File: src/rtl/fpwm_pkg.sv
// Package: fpwm_pkg
// Shared types for the forward-converter waveform generator.
// Assumes: nothing beyond IEEE 1800-2017.
package fpwm_pkg;
    // Gate channel kind; only the main channel produces the sample strobe.
    typedef enum logic {
        CH_MAIN = 1'b0,
        CH_COMP = 1'b1
    } fpwm_ch_e;
endpackage

File: src/rtl/fpwm_timebase.sv
// Module: fpwm_timebase
// Free-running period counter. Holds the settings that change only at the
// period boundary (run flag and dead-time) and raises the terminal-count pulse.
// Assumes: 1 < ON_MAX < PERIOD. The run flag clears at once when enable drops.
module fpwm_timebase #(
    parameter int PERIOD = 480,
    parameter int ON_MAX = 240,
    parameter int DT_W   = 8,
    localparam int CNT_W = $clog2(PERIOD)
) (
    input  logic             clk,
    input  logic             rst_n,
    input  logic             enable,
    input  logic [DT_W-1:0]  dead_cfg,
    output logic [CNT_W-1:0] cnt_o,
    output logic             win_o,
    output logic             last_o,
    output logic             run_o,
    output logic [DT_W-1:0]  dt_o,
    output logic             tc_o
);
    localparam logic [CNT_W-1:0] CNT_LAST = CNT_W'(PERIOD - 1);
    localparam logic [CNT_W-1:0] ON_LIM   = CNT_W'(ON_MAX);

    logic [CNT_W-1:0] cnt_q;
    logic             run_q;
    logic [DT_W-1:0]  dt_q;
    logic             tc_q;

    // Decode the last count and the on-window from the count.
    always_comb begin
        last_o = (cnt_q == CNT_LAST);
        win_o  = (cnt_q < ON_LIM);
    end

    // Advance the count and wrap it at the end of the period.
    always_ff @(posedge clk) begin
        if (!rst_n)      cnt_q <= '0;
        else if (last_o) cnt_q <= '0;
        else             cnt_q <= cnt_q + 1'b1;
    end

    // Run flag: sets only at the boundary, clears as soon as enable drops.
    always_ff @(posedge clk) begin
        if (!rst_n)       run_q <= 1'b0;
        else if (!enable) run_q <= 1'b0;
        else if (last_o)  run_q <= 1'b1;
    end

    // Dead-time copy that is taken at the boundary, so no runt pulse can occur.
    always_ff @(posedge clk) begin
        if (!rst_n)      dt_q <= '0;
        else if (last_o) dt_q <= dead_cfg;
    end

    // Terminal-count pulse, high in the clock in which the count is 0.
    always_ff @(posedge clk) begin
        if (!rst_n) tc_q <= 1'b0;
        else        tc_q <= last_o;
    end

    assign cnt_o = cnt_q;
    assign run_o = run_q;
    assign dt_o  = dt_q;
    assign tc_o  = tc_q;
endmodule

File: src/rtl/fpwm_cmp_edge.sv
// Module: fpwm_cmp_edge
// Brings the asynchronous comparator into the clock domain through two flops,
// then finds its rising edge with a third flop.
// Assumes: a comparator pulse lasts at least two clocks to be seen reliably.
module fpwm_cmp_edge (
    input  logic clk,
    input  logic rst_n,
    input  logic cmp_in,
    output logic rise_o
);
    logic meta_q;
    logic sync_q;
    logic prev_q;

    // Synchroniser chain plus the delayed copy for edge detection.
    always_ff @(posedge clk) begin
        if (!rst_n) begin
            meta_q <= 1'b0;
            sync_q <= 1'b0;
            prev_q <= 1'b0;
        end else begin
            meta_q <= cmp_in;
            sync_q <= meta_q;
            prev_q <= sync_q;
        end
    end

    // One-clock rise indication.
    always_comb rise_o = sync_q && !prev_q;
endmodule

File: src/rtl/fpwm_onctl.sv
// Module: fpwm_onctl
// Forms the reference on-pulse: the on-window gated by the run flag, cut
// short by the first comparator rise. The termination latch clears at the
// last count, so each period starts unterminated.
// Assumes: rise_i is already synchronous to clk.
module fpwm_onctl (
    input  logic clk,
    input  logic rst_n,
    input  logic run_i,
    input  logic win_i,
    input  logic last_i,
    input  logic rise_i,
    output logic ref_o
);
    logic term_q;

    // Sticky termination flag, cleared at the period boundary.
    always_ff @(posedge clk) begin
        if (!rst_n)      term_q <= 1'b0;
        else if (last_i) term_q <= 1'b0;
        else if (rise_i) term_q <= 1'b1;
    end

    // Reference pulse seen by both gate channels.
    always_comb ref_o = run_i && win_i && !term_q;
endmodule

File: src/rtl/fpwm_dt_chan.sv
// Module: fpwm_dt_chan
// One gate channel with rising-edge delay. The gate turns on once its source
// has been high for dt clocks and drops in the clock its source drops. The
// main channel also marks the clock just before its turn-on.
// Assumes: dt is steady while the source is high (it changes at the boundary).
module fpwm_dt_chan
    import fpwm_pkg::*;
#(
    parameter int       DT_W = 8,
    parameter fpwm_ch_e KIND = CH_MAIN
) (
    input  logic            clk,
    input  logic            rst_n,
    input  logic            src_i,
    input  logic [DT_W-1:0] dt_i,
    output logic            gate_o,
    output logic            pre_o
);
    localparam logic [DT_W-1:0] LEN_MAX = '1;

    logic [DT_W-1:0] len_q;
    logic            gate_q;
    logic            gate_nxt;

    // Count how long the source has been high, saturating at the maximum.
    always_ff @(posedge clk) begin
        if (!rst_n)               len_q <= '0;
        else if (!src_i)          len_q <= '0;
        else if (len_q != LEN_MAX) len_q <= len_q + 1'b1;
    end

    // Turn-on condition for the gate.
    always_comb gate_nxt = src_i && (len_q >= dt_i);

    // Registered gate so the pin never glitches.
    always_ff @(posedge clk) begin
        if (!rst_n) gate_q <= 1'b0;
        else        gate_q <= gate_nxt;
    end

    assign gate_o = gate_q;

    // The pre-turn-on marker exists only on the main channel.
    generate
        if (KIND == CH_MAIN) begin : g_pre
            logic pre_q;
            // Register the marker for the clock just before the gate rises.
            always_ff @(posedge clk) begin
                if (!rst_n) pre_q <= 1'b0;
                else        pre_q <= src_i && (dt_i != '0) && (len_q == dt_i - 1'b1);
            end
            assign pre_o = pre_q;
        end else begin : g_nopre
            assign pre_o = 1'b0;
        end
    endgenerate
endmodule

File: src/rtl/fwd_pwm.sv
// Module: fwd_pwm (top)
// Switching waveform generator for a forward converter with synchronous
// rectification: fixed period, on-time of at most half the period, cut short
// by a peak-current comparator, with complementary gates and dead-time.
// Assumes: all inputs except cmp_trip are synchronous to clk.
module fwd_pwm
    import fpwm_pkg::*;
#(
    parameter int PERIOD = 480,
    parameter int ON_MAX = 240,
    parameter int DT_W   = 8
) (
    input  logic            clk,
    input  logic            rst_n,
    input  logic            enable,
    input  logic [DT_W-1:0] dead_cfg,
    input  logic            cmp_trip,
    output logic            gate_main,
    output logic            gate_comp,
    output logic            period_tc,
    output logic            sample_stb
);
    localparam int CNT_W = $clog2(PERIOD);
    localparam int N_CH  = 2;

    logic [CNT_W-1:0] cnt;
    logic             win;
    logic             last;
    logic             run;
    logic [DT_W-1:0]  dt_q;
    logic             rise;
    logic             ref_on;
    logic [N_CH-1:0]  src;
    logic [N_CH-1:0]  gate;
    logic [N_CH-1:0]  pre;

    fpwm_timebase #(
        .PERIOD(PERIOD),
        .ON_MAX(ON_MAX),
        .DT_W  (DT_W)
    ) u_tb (
        .clk     (clk),
        .rst_n   (rst_n),
        .enable  (enable),
        .dead_cfg(dead_cfg),
        .cnt_o   (cnt),
        .win_o   (win),
        .last_o  (last),
        .run_o   (run),
        .dt_o    (dt_q),
        .tc_o    (period_tc)
    );

    fpwm_cmp_edge u_cmp (
        .clk   (clk),
        .rst_n (rst_n),
        .cmp_in(cmp_trip),
        .rise_o(rise)
    );

    fpwm_onctl u_on (
        .clk   (clk),
        .rst_n (rst_n),
        .run_i (run),
        .win_i (win),
        .last_i(last),
        .rise_i(rise),
        .ref_o (ref_on)
    );

    // Channel sources: the reference, and its complement while running.
    always_comb begin
        src[0] = ref_on;
        src[1] = run && !ref_on;
    end

    generate
        for (genvar g = 0; g < N_CH; g++) begin : g_ch
            fpwm_dt_chan #(
                .DT_W(DT_W),
                .KIND((g == 0) ? CH_MAIN : CH_COMP)
            ) u_ch (
                .clk   (clk),
                .rst_n (rst_n),
                .src_i (src[g]),
                .dt_i  (dt_q),
                .gate_o(gate[g]),
                .pre_o (pre[g])
            );
        end
    endgenerate

    assign gate_main  = gate[0];
    assign gate_comp  = gate[1];
    assign sample_stb = |pre;
endmodule

File: config.mk
export PLATFORM = sky130hd
export DESIGN_NAME = fwd_pwm
export DESIGN_NICKNAME = d
export VERILOG_FILES = /design/src/rtl/fpwm_pkg.sv /design/src/rtl/fpwm_timebase.sv /design/src/rtl/fpwm_cmp_edge.sv /design/src/rtl/fpwm_onctl.sv /design/src/rtl/fpwm_dt_chan.sv /design/src/rtl/fwd_pwm.sv
export SDC_FILE = /design/constraint.sdc
export NUM_CORES = 1
export LEC_CHECK = 0
export BUFFER_PORTS_ARGS = -buffer_cell sky130_fd_sc_hd__buf_2
export CAP_MARGIN = 20
export CORE_AREA = 8 8 67 69
export DETAILED_ROUTE_END_ITERATION = 8
export DIE_AREA = 0 0 75 77
export GPL_TIMING_DRIVEN = 0
export PLACE_DENSITY = 0.82
export SYNTH_ARGS = -nofsm -noshare
export SYNTH_HDL_FRONTEND = slang
export SYNTH_SLANG_ARGS = --single-unit
export TNS_END_PERCENT = 100
File: constraint.sdc
create_clock -name clk -period 3.55 [get_ports clk]
set_input_delay 0.355 -clock clk [delete_from_list [all_inputs] [get_ports clk]]
set_output_delay 0.355 -clock clk [all_outputs]
set_load 0.02 [all_outputs]
==> flow_metrics.py <==
metrics = {
    "placement": {
        "dp_cells": 302,
        "dpl_cell_area_mm2": 0.00228,
        "dpl.hpwl_mm": 3.01,
        "port_buffers": 15,
        "globalplace.congestion": 0.829,
    },
    "synthesis": {
        "syn_inst": 239,
        "yosysTopAreaCell": "sky130_fd_sc_hd__dfxtp_1",
        "synth.yosys.seq_area_share_pct": 39.3,
        "avgSynthCellArea_um2": 8.96,
        "netlist_area_mm2": 0.00214,
        "yosys_synthesis_warning_count": 0,
        "synth.top_cell.area_share_pct": 39.3,
        "ys_ff_latch": 42,
        "cell_types_with_the_largest_area_share_after_synthesis": "sky130_fd_sc_hd__dfxtp_1, sky130_fd_sc_hd__ha_1, sky130_fd_sc_hd__xnor2_1, sky130_fd_sc_hd__nor2_1, sky130_fd_sc_hd__a22o_1",
        "synth_edf_count": 0,
        "synthFlopType": "sky130_fd_sc_hd__dfxtp_1",
        "ys_async_sr_fraction_pct": 0,
        "synth_nets": 271,
        "distinct_cell_type_count_after_synthesis": 36,
    },
    "setup_path": {
        "timing.critical_path.from_type": "register",
        "worst-endpoint-arrival_ns": 2.33,
        "worstSetupPathType": "register to register",
        "reg2reg_slack_ns": 1.51,
        "crit_fanout": 6,
        "critical_path.endpoint_type": "register",
        "worst_path_required_ns": 3.84,
        "cell_by_cell_trace_of_the_critical_path": "inv_1 -> ha_1 -> xor2_1 -> xnor2_1 -> or4_1 -> or3_1 -> a211oi_2",
        "ff2ff_path_depth": 7,
        "timing.critical_path.slowest_stage_cell": "sky130_fd_sc_hd__or4_1",
        "critical-path-max-stage-delay_ns": 0.46,
    },
    "route": {
        "post_drt_via_cell_ratio": 5.42,
        "detail_route.first_pass.iterations": 4,
        "postRouteAntennaNets": 0,
        "violation_count_after_the_first_detailed_route_iteration": 121,
        "postRouteWirelength_mm": 3.93,
        "vias": 1681,
        "detailed_route_drc_error_count": 0,
        "detail_route.wl_per_cell_um": 12.7,
    },
    "sta": {
        "worst_slew_pin_slew_ns": 0.680,
        "clock_skew_ns": 0.0119,
        "totalNegativeSetupSlack_ns": 0,
        "timing.final.crit_share_pct": 57.5,
        "final_period_minus_worst_setup_slack_ns": 2.04,
        "final_setup_viols": 0,
        "finalHoldWorstSlack_ns": 0.195,
        "finalHoldViolCount": 0,
        "maxSlewViolCount": 0,
        "unrepaired_setup_endpoints_after_global_routing": "false",
        "max_clock_freq_mhz": 490,
        "max_slew_margin_pct": 54.5,
    },
    "global_routing": {
        "globalRoute.totalOverflow": 0,
        "grt_max_degree": 15,
        "global_route.usage.met3_pct": 4.68,
        "grt_first_pass_wirelength_mm": 6.63,
        "grt.total_usage_pct": 14.4,
        "vias_in_the_first_global_route": 1611,
        "groute.layer.met2.usage_pct": 24.4,
        "antenna_violations_before_repair": 0,
        "globalRoute.busiestLayer": "met2",
        "grt.met1_usage_pct": 16.0,
    },
    "clock_network": {
        "htree_levels": 2,
        "clk_latency_ns": 0.36,
        "max-clock-path-buffers": 2,
        "number_of_clock_buffers_inserted_by_tritoncts": 5,
        "clock-sinks": 42,
        "clk_root_buffer_cell": "sky130_fd_sc_hd__clkbuf_4",
        "hold_buffers": 0,
        "cts_tree": "built",
        "cts.reportedPaths.clkPinSlew_ns": 0.13,
        "postCtsResizedCells": 0,
        "post_cts_buffers": 0,
    },
    "pwr": {
        "totalPowerFinal_mw": 0.734,
        "power_per_cell_area_mw_per_mm2": 314,
        "ir_worst_vdd_uv": 260,
        "power_leakage_nw": 0.962,
    },
    "final_layout": {
        "final_design_instance_area_without_fill_mm2": 0.00234,
        "area.sequential_um2": 841,
        "post_route_cells_drive_above_1_share_pct": 10.7,
        "layout_commonest_cell": "sky130_fd_sc_hd__dfxtp_1",
        "antenna_cells_inserted": 0,
        "fillCellCount": 312,
        "layout.cells.non_filler": 310,
        "mostFrequentLayoutCells": "sky130_fd_sc_hd__dfxtp_1, sky130_fd_sc_hd__nor2_1, sky130_fd_sc_hd__ha_1",
        "syn2layout_area_growth_pct": 9.05,
        "area_of_the_multi_input_gates_mm2": 0.00124,
        "final_nets": 293,
    },
    "run_status": {
        "outcome": "completed",
    },
    "die": {
        "die_height_um": 77,
        "rows": 22,
        "dieArea_mm2": 0.00578,
        "fp.dieW_um": 75,
        "design.core.area_mm2": 0.00350,
        "initial_utilization_pct": 61.3,
        "design.portCount": 16,
    },
    "worst_hold_path": {
        "worst_hold_path_stage_count": 2,
        "path_type_of_the_worst_min_delay_path": "input pin to register",
    },
    "job": {
        "timing.max_cap.violations": 0,
    },
}
through the flow:
step / utilization, % / setup slack [ns]
after global routing: 66.8 / 1.41
final: 66.8 / 1.51
after CTS: 66.8 / 1.49
after floorplan: - / 1.66
after detailed placement: 65.1 / 1.52
after global placement: 65.1 / 1.55
routing by layer:
layer  wire [µm]  share of wire (%)
met1        1800                 46
met2        1880                 48
met3         203                5.2
met4          51                1.3
met5           0                  0
registers in the layout (all words and copies together), names as in the netlist:
name	count
g_ch.u_ch.gate_o	2
g_ch.u_ch.len_q	16
g_ch.u_ch.pre_o	1
u_cmp.meta_q	1
u_cmp.prev_q	1
u_cmp.sync_q	1
u_on.term_q	1
u_tb.cnt_o	9
u_tb.dt_o	8
u_tb.run_o	1
u_tb.tc_o	1
kinds of logic (layout without fill, tap and decap cells):
family | after synthesis | count (layout) | share of synthesized area [%]
flops | 42 | 42 | 39.3
xor+xnor | 20 | 20 | 8.18
mux | 5 | 5 | 2.34
buf+inv | 17 | 40 | 2.98
compound gates | 38 | 38 | 12.4
fa+ha+maj | 20 | 20 | 11.7
simple gates | 97 | 97 | 23.1
cell type report:
class                      instances  area share (%)
multi-input combinational        180            53.0
sequential                        42            36.0
tap                               48            2.57
timing repair buffer              15            3.21
buffer                             4           0.643
clock buffer                       5            1.61
clock inverter                     3           0.911
inverter                          13            2.09
Yosys cell counts, types with 3 or more instances:
master and count:
sky130_fd_sc_hd__xnor2_1 13, sky130_fd_sc_hd__nand2_1 13, sky130_fd_sc_hd__inv_1 13, sky130_fd_sc_hd__a31oi_1 3
sky130_fd_sc_hd__and2_1 7, sky130_fd_sc_hd__mux2i_1 5, sky130_fd_sc_hd__a21oi_1 9, sky130_fd_sc_hd__or3_1 4
sky130_fd_sc_hd__a211oi_1 5, sky130_fd_sc_hd__ha_1 20, sky130_fd_sc_hd__clkbuf_1 4, sky130_fd_sc_hd__nand3_1 11
sky130_fd_sc_hd__nor3_1 7, sky130_fd_sc_hd__a21o_1 6, sky130_fd_sc_hd__a22o_1 8, sky130_fd_sc_hd__nand4_1 6
sky130_fd_sc_hd__dfxtp_1 42, sky130_fd_sc_hd__xor2_1 7, sky130_fd_sc_hd__o21ai_0 3, sky130_fd_sc_hd__nor2_1 30
sky130_fd_sc_hd__and3_1 4
report_power, final:
group | total [mW] | switching, mW | internal, mW | leakage (nW)
clock | 0.238 | 0.161 | 0.0770 | 0.0312
combinational | 0.0180 | 0.00911 | 0.00889 | 0.592
sequential | 0.479 | 0.00246 | 0.476 | 0.339
total | 0.734 | 0.172 | 0.562 | 0.962
worst paths after layout:
path,endpoint,from
min reg2reg,u_cmp.sync_q,u_cmp.meta_q
min,u_tb.dt_o[7],dead_cfg[7]
max,g_ch[0].u_ch.pre_o,u_tb.dt_o[0]
max reg2reg,g_ch[0].u_ch.pre_o,u_tb.dt_o[0]
worst max-delay path: cells and delay by family (launching register included):
kind,cells,cell delay (ns)
buf+inv,1,0.07
flops,1,0.45
fa+ha+maj,1,0.23
xor+xnor,2,0.29
compound gates,1,0.15
simple gates,2,0.78
No activity file was read; power rests on OpenSTA's default activity.
